### src/rtl/idx_pkg.sv
package idx_pkg;

   typedef enum logic {
      IDX_MODE_SINGLE = 1'b0,
      IDX_MODE_MULTI  = 1'b1
   } idx_mode_e;

   // register number that tag bit k names in multiple-tag mode
   function automatic int multi_tag_reg(input int k);
      return 1 << k;
   endfunction

endpackage

### src/rtl/idx_regfile.sv
module idx_regfile #(
   parameter int AW = 15,
   parameter int TW = 3,
   localparam int NREG = (1 << TW) - 1
) (
   input  logic                     clk,
   input  logic                     rst_n,
   input  logic                     wr_en,
   input  logic [TW-1:0]            wr_num,
   input  logic [AW-1:0]            wr_data,
   input  logic [TW-1:0]            rd_num,
   output logic [AW-1:0]            rd_data,
   output logic [NREG:0][AW-1:0]    regs_o
);

   // slot 0 is a constant zero so that tag 0 needs no special case
   assign regs_o[0] = '0;

   for (genvar i = 1; i <= NREG; i++) begin : g_reg
      logic [AW-1:0] val_q;
      always_ff @(posedge clk) begin
         if (!rst_n) begin
            val_q <= '0;
         end else if (wr_en && (wr_num == TW'(i))) begin
            val_q <= wr_data;
         end
      end
      assign regs_o[i] = val_q;
   end

   assign rd_data = regs_o[rd_num];

endmodule

### src/rtl/idx_mode_ctl.sv
module idx_mode_ctl
   import idx_pkg::*;
#(
   parameter bit MULTI_TAG_EN = 1'b1
) (
   input  logic      clk,
   input  logic      rst_n,
   input  logic      cmd_single,
   input  logic      cmd_multi,
   output idx_mode_e mode_o
);

   if (MULTI_TAG_EN) begin : g_switchable
      idx_mode_e mode_q;
      always_ff @(posedge clk) begin
         if (!rst_n) begin
            mode_q <= IDX_MODE_MULTI;
         end else if (cmd_single && !cmd_multi) begin
            mode_q <= IDX_MODE_SINGLE;
         end else if (cmd_multi && !cmd_single) begin
            mode_q <= IDX_MODE_MULTI;
         end
      end
      assign mode_o = mode_q;
   end else begin : g_fixed
      logic unused_cmds;
      assign unused_cmds = clk ^ rst_n ^ cmd_single ^ cmd_multi;
      assign mode_o = IDX_MODE_SINGLE;
   end

endmodule

### src/rtl/idx_select.sv
module idx_select
   import idx_pkg::*;
#(
   parameter int AW = 15,
   parameter int TW = 3,
   localparam int NREG = (1 << TW) - 1
) (
   input  logic [NREG:0][AW-1:0] regs_i,
   input  logic [TW-1:0]         tag_i,
   input  idx_mode_e             mode_i,
   output logic [AW-1:0]         index_o
);

   logic [AW-1:0] single_val;
   logic [TW:0][AW-1:0] or_chain;

   assign single_val  = regs_i[tag_i];
   assign or_chain[0] = '0;

   for (genvar k = 0; k < TW; k++) begin : g_tagbit
      localparam int RN = multi_tag_reg(k);
      assign or_chain[k+1] = or_chain[k] | (regs_i[RN] & {AW{tag_i[k]}});
   end

   assign index_o = (mode_i == IDX_MODE_MULTI) ? or_chain[TW] : single_val;

endmodule

### src/rtl/idx_ea_unit.sv
module idx_ea_unit
   import idx_pkg::*;
#(
   parameter int AW           = 15,
   parameter int TW           = 3,
   parameter bit MULTI_TAG_EN = 1'b1,
   localparam int NREG = (1 << TW) - 1
) (
   input  logic          clk,
   input  logic          rst_n,
   input  logic          req_vld,
   input  logic [AW-1:0] req_addr,
   input  logic [TW-1:0] req_tag,
   output logic          ea_vld,
   output logic [AW-1:0] ea_addr,
   input  logic          wr_en,
   input  logic [TW-1:0] wr_num,
   input  logic [AW-1:0] wr_data,
   input  logic [TW-1:0] rd_num,
   output logic [AW-1:0] rd_data,
   input  logic          cmd_single,
   input  logic          cmd_multi,
   output logic          mode_multi
);

   if (AW < 2 || AW > 32) begin : g_bad_aw
      $error("idx_ea_unit: AW must lie in 2..32");
   end
   if (TW < 2 || TW > 4) begin : g_bad_tw
      $error("idx_ea_unit: TW must lie in 2..4");
   end

   logic [NREG:0][AW-1:0] regs;
   logic [AW-1:0]         index_val;
   idx_mode_e             mode;
   logic                  ea_vld_q;
   logic [AW-1:0]         ea_addr_q;

   idx_regfile #(.AW(AW), .TW(TW)) i_regfile (
      .clk     (clk),
      .rst_n   (rst_n),
      .wr_en   (wr_en),
      .wr_num  (wr_num),
      .wr_data (wr_data),
      .rd_num  (rd_num),
      .rd_data (rd_data),
      .regs_o  (regs)
   );

   idx_mode_ctl #(.MULTI_TAG_EN(MULTI_TAG_EN)) i_mode (
      .clk        (clk),
      .rst_n      (rst_n),
      .cmd_single (cmd_single),
      .cmd_multi  (cmd_multi),
      .mode_o     (mode)
   );

   idx_select #(.AW(AW), .TW(TW)) i_select (
      .regs_i  (regs),
      .tag_i   (req_tag),
      .mode_i  (mode),
      .index_o (index_val)
   );

   always_ff @(posedge clk) begin
      if (!rst_n) begin
         ea_vld_q  <= 1'b0;
         ea_addr_q <= '0;
      end else begin
         ea_vld_q <= req_vld;
         if (req_vld) begin
            ea_addr_q <= req_addr - index_val;
         end
      end
   end

   assign ea_vld     = ea_vld_q;
   assign ea_addr    = ea_addr_q;
   assign mode_multi = (mode == IDX_MODE_MULTI);

endmodule

### config.mk
export PLATFORM = sky130hd
export DESIGN_NAME = idx_ea_unit
export DESIGN_NICKNAME = d
export VERILOG_FILES = /design/src/rtl/idx_pkg.sv /design/src/rtl/idx_regfile.sv /design/src/rtl/idx_mode_ctl.sv /design/src/rtl/idx_select.sv /design/src/rtl/idx_ea_unit.sv
export SDC_FILE = /design/constraint.sdc
export NUM_CORES = 1
export LEC_CHECK = 0
export CORE_MARGIN = 2
export CORE_UTILIZATION = 55
export DETAILED_ROUTE_END_ITERATION = 6
export DONT_BUFFER_PORTS = 1
export PLACE_DENSITY = 0.67
export SYNTH_ARGS = -nofsm -noshare
export SYNTH_HDL_FRONTEND = slang
export SYNTH_SLANG_ARGS = --single-unit
### constraint.sdc
create_clock -name clk -period 4.9 [get_ports clk]
set_clock_uncertainty 0.05 [all_clocks]
set_input_delay 0.49 -clock clk [delete_from_list [all_inputs] [get_ports clk]]
set_output_delay 0.49 -clock clk [all_outputs]
set_load 0.1 [all_outputs]
# After elaboration in Yosys (flattened, before gate mapping)
# Cells that the tools add are included.
[word_totals]
ff_bits = 122
in_bits = 45
wordCells = 44
[op_classes]
add_sub_neg = 1
magnitude_cmp = 2
eq_ne = 7
muxes = 7
bitwise = 5
n_reduce_logical = 12
[op_table]
columns = ["operator", "count"]
rows = [
  ["$bmux W15 S3", 2],
  ["$and A15 B15 Y15", 3],
  ["$mux W15", 3],
  ["$or A15 B15 Y15", 2],
  ["$sub A15 B15 Y15", 1],
  ["$eq A3 B3 Y1 const B", 4],
  ["$logic_and A1 B1 Y1", 9],
  ["$lt A3 B4 Y1 const B", 2],
  ["$eq A3 B2 Y1 const B", 2],
  ["$eq A3 B1 Y1 const B", 1],
  ["$logic_not A1 Y1", 2],
  ["$mux W1", 2],
  ["$reduce_bool A2 Y1", 1],
]

# Longest topological paths before layout
[logic_depth]
word_depth = 5
ltp_mapped = 16
ltp_nobuf = 14

# Cells and area by module
# A second synthesis with hierarchy kept.
[unflattened]
hier_cells = 905
area_unflattened_um2 = 7741.2
[modules_own_cells]
columns = ["mod", "instances", "cells_each", "area_each_um2"]
rows = [
  ["idx_regfile", 1, 574, 4934.7],
  ["idx_select", 1, 160, 1443.9],
  ["idx_ea_unit", 1, 165, 1301.2],
  ["idx_mode_ctl", 1, 6, 61.3],
]

# Worst setup path after synthesis
# OpenSTA, ideal clock, no wires.
[synth_timing]
kind = "input to register"
start = "in req_tag[0]"
end = "reg ea_addr_q[12] (netlist: ea_addr[12])"
setup_time_ns = 0.122
t_arrival_ns = 3.401
required_ns = 4.728
slack_ns = 1.327
path_stages = 13
path_cell_list = "buf_4 -> buf_2 -> mux4_2 -> inv_1 -> a21oi_1 -> o21ai_0 -> ha_1 -> and2_4 -> a221o_1 -> o21ai_2 -> a21oi_1 -> o2111a_1 -> a311o_1"
[synth_between]
elab_chain_len = 5
[synth_rtl]
columns = ["element", "line_no", "source"]
rows = [
  ["start, declared", "idx_ea_unit.sv:13", "input logic [TW-1:0] req_tag,"],
  ["parallel branches: the longest is 3 deep, another holds $bmux W15 S3", "n/a", ""],
  ["$mux W15 *", "idx_select.sv:25", "assign index_o = (mode_i == IDX_MODE_MULTI) ? or_chain[TW] : single_val;"],
  ["$sub A15 B15 Y15 *", "idx_ea_unit.sv:72", "ea_addr_q <= req_addr - index_val;"],
  ["end signal, assigned", "idx_ea_unit.sv:72", ""],
  ["end, declared", "idx_ea_unit.sv:37", "logic [AW-1:0] ea_addr_q;"],
]
# Mark *: on every way between the ends. The select of a mux whose other input is x is not followed.
# A chain may end at the register's enable or synchronous reset.

# Worst setup path after layout
[layout_timing]
start = "in req_tag[2]"
end = "reg ea_addr_q[12] (netlist: ea_addr[12])"
[layout_between]
elab_chain_len = 4
[layout_rtl]
columns = ["element", "line_no"]
rows = [
  ["$bmux W15 S3 or $and A15 B15 Y15 (tied branches)", "idx_select.sv:17, idx_select.sv:22"],
  ["$mux W15 (not written as such) or $or A15 B15 Y15 (tied branches)", "idx_select.sv:17, idx_select.sv:22"],
  ["$mux W15 *", "idx_select.sv:25"],
  ["$sub A15 B15 Y15 *", "idx_ea_unit.sv:72"],
]
# Every way passes the cells marked *; elsewhere a longest branch is shown, timed or not. The select of a mux whose other input is x is not followed.

==> metrics.yaml <==
job:
  drv_cap: 0
worst_setup_path:
  cp.required_ps: 5160
  cp-start-kind: "input port"
  criticalPathCategory: "in2reg"
  endpoint_kind: "flip-flop"
  arrival_ps: 3590
  crit_fanout: 46
power_and_ir_drop:
  p_per_area_nw_per_um2: 359
  power_frac_comb: 0.129
  power.ir.vdd_worst_mv: 0.291
  total_power_uw: 2770
  clock_power_share: 0.451
  seq_power_share: 0.420
  p_sw_frac: 0.287
  p_leak_uw: 0.00276
  p_sw_uw: 796
  intPower_uw: 1970
synthesis:
  synth.area.mux_share: 0.157
  synth.distinct_cells: 52
  synthesis.area_um2: 6910
  synth_top_family_by_area: "compound AO/OA/AOI/OAI gates"
  ys.flop_type: "dfxtp_1"
  synth_adder_area_share: 0.0337
  syn_inst: 855
  ys_seq_area_frac: 0.353
  yosysTopAreaCell: "dfxtp_1"
  synth.area.top_cells: "dfxtp_1, nand2_1, a21oi_1, mux4_2, mux2_2"
  synthXorXnorAreaFrac: 0.00633
  synth_top_cell_area_share: 0.353
  ys_ff_latch: 122
  yosysWarnings: 0
  syn_area_per_cell_um2: 8.09
  synth_compound_area_frac: 0.216
  syn_nets: 918
  synth-simple-area-share: 0.178
  synthArstFlopShare: 0
  synth_edf_count: 0
sta:
  final-max-slew-violation-count: 0
  hold_viol: 0
  rsz0062_at_grt: "false"
  slew_headroom: 0.179
  max_freq_mhz: 300
  final.min_clock_period_ps: 3340
  min_period_over_period: 0.681
  finalSetupTns_ps: 0
  setup_violations: 0
  tightest_slew_ps: 1230
cts:
  root_buffer: "clkbuf_16"
  cts_setup_buffers: 0
  clkTransAtPathRegs_ps: 60
  cts_buffer_depth: 2
  cts_hold_buf: 0
  h-tree-depth: 4
  cts_tree: "yes"
  clock_latency_ps: 420
  clock_sinks: 122
  cts_buffers: 17
  cts_resized: 0
grt:
  grt_pass1_wl_mm: 32.4
  antenna_found_initial: 0
  grt_max_degree: 62
  grt_pass1_vias: 6033
  grt_usage: 0.318
  overflow: 0
die:
  io-pin-count: 77
  die_x_um: 116
  rows: 40
  die_h_um: 116
  coreArea_um2: 12200
  initial_core_util: 0.569
  die_area_um2: 13500
final_layout:
  synthToLayoutAreaGrowth_pct: 11.5
  drive_gt1_frac: 0.160
  final_common_cell: "nand2_1"
  nFillCells: 1023
  n_antenna_cell: 0
  finalNetCount: 898
  mostFrequentLayoutCells: "nand2_1, a21oi_1, dfxtp_1"
placed_design:
  globalplace.congestion: 0.908
  port_buffers: 0
  hpwl_mm: 13.1
routing:
  postRouteAntennaNets: 0
  drt-met1-wl_mm: 8.64
  drcViolationCount: 5
  dr_wl_met2_mm: 9.76
  wl_mm: 20.9
  wl_per_cell_um: 20.6
  drt_pass1_iterations: 7
  top_layer: "met4"
  wl_met3_mm: 2.14
  drt-initial-drc-count: 830
  num_vias: 6403
  via_per_inst: 6.30
run_status:
  status: "finished, violations left"
  violations: "DRC"
worst_hold_path:
  hold_path_class: "in2reg"
[state kept, by name, indices dropped and copies added, names as in the netlist]
register	flops
i_regfile.g.val_q	105
i_mode.mode_o	1
ea_addr	15
ea_vld	1
[Yosys cell counts, types with 7 or more instances]
library cell and n:
nand2_1 243, a21oi_1 145, dfxtp_1 122, clkbuf_1 48
inv_1 39, mux2_2 31, a221oi_1 30, mux4_2 30
nor2_1 21, o21ai_0 18, ha_1 17, a222oi_1 15
buf_1 8, nand3_1 7, nor3_1 7
[cell families after synthesis]
kind of cell / Yosys count
and+or+nand+nor: 303
AOI/OAI and AO/OA: 239
DFF: 122
buffers and inverters: 101
muxes: 67
adders and majority gates: 18
xor gates and xnor gates: 5
[final timing paths]
kind / to / slack, ps / cells past startpoint / startpoint
worst max register to register: ea_addr[11]$_SDFFE_PN0P_ / 1750 / 11 / i_regfile.g_reg[2].val_q[7]$_SDFFE_PN0P_
worst min register to register: i_regfile.g_reg[6].val_q[11]$_SDFFE_PN0P_ / 420 / 2 / i_regfile.g_reg[6].val_q[11]$_SDFFE_PN0P_
worst min-delay path: i_mode.mode_o$_SDFFE_PN1P_ / 90 / 1 / rst_n
worst max-delay path: ea_addr[12]$_SDFFE_PN0P_ / 1560 / 14 / req_tag[2]
[cell type report]
class                           instances  area [um^2]  share of cell area
Inverter                               40          151              0.0196
Multi-Input combinational cell        632         4140               0.538
Sequential cell                       122         2440               0.317
Timing Repair Buffer                   22          165              0.0214
Clock inverter                          7         87.6              0.0114
Clock buffer                           25          505              0.0656
Tap cell                              168          210              0.0273
[metrics by stage]
| stage | std cells | hold slack (ps) | utilization | instance area [um^2] | setup slack [ps] |
|---|---|---|---|---|---|
| global route | 1016 | 78.7 | 0.634 | 7710 | 1400 |
| floorplan | 855 | 392 | - | 6910 | 1330 |
| CTS | 1016 | 82.5 | 0.634 | 7710 | 1610 |
| global placement | 984 | 399 | 0.585 | 7110 | 1230 |
| detailed placement | 984 | 411 | 0.585 | 7110 | 1190 |
| finish | 1016 | 93.9 | 0.634 | 7710 | 1560 |
[power by group through the flow]
stage	combinational (uW)	clock, uW	sequential [uW]
finish	356	1250	1160
global route	384	1300	1170
CTS	352	1260	1160
detailed placement	350	0	1180
global placement	343	0	1180
floorplan	309	0	1180
[critical path: stages]
cell and delay [ps]:
and2b_1 630, a221oi_1 190, a21oi_1 150, nor2_1 50
a21oi_1 140, ha_1 180, inv_1 60, fa_1 430
a21o_1 190, and3_2 240, o21ai_2 150, a21oi_1 110
o2111a_1 260, a311o_1 310
[layer usage]
layer | global-route usage | vias to the layer above
li1 | - | 3004
met1 | 0.429 | 3003
met2 | 0.508 | 354
met3 | 0.0711 | 42
met4 | 0.109 | 0
met5 | 0 | -
(Power assumes the default switching activity.)
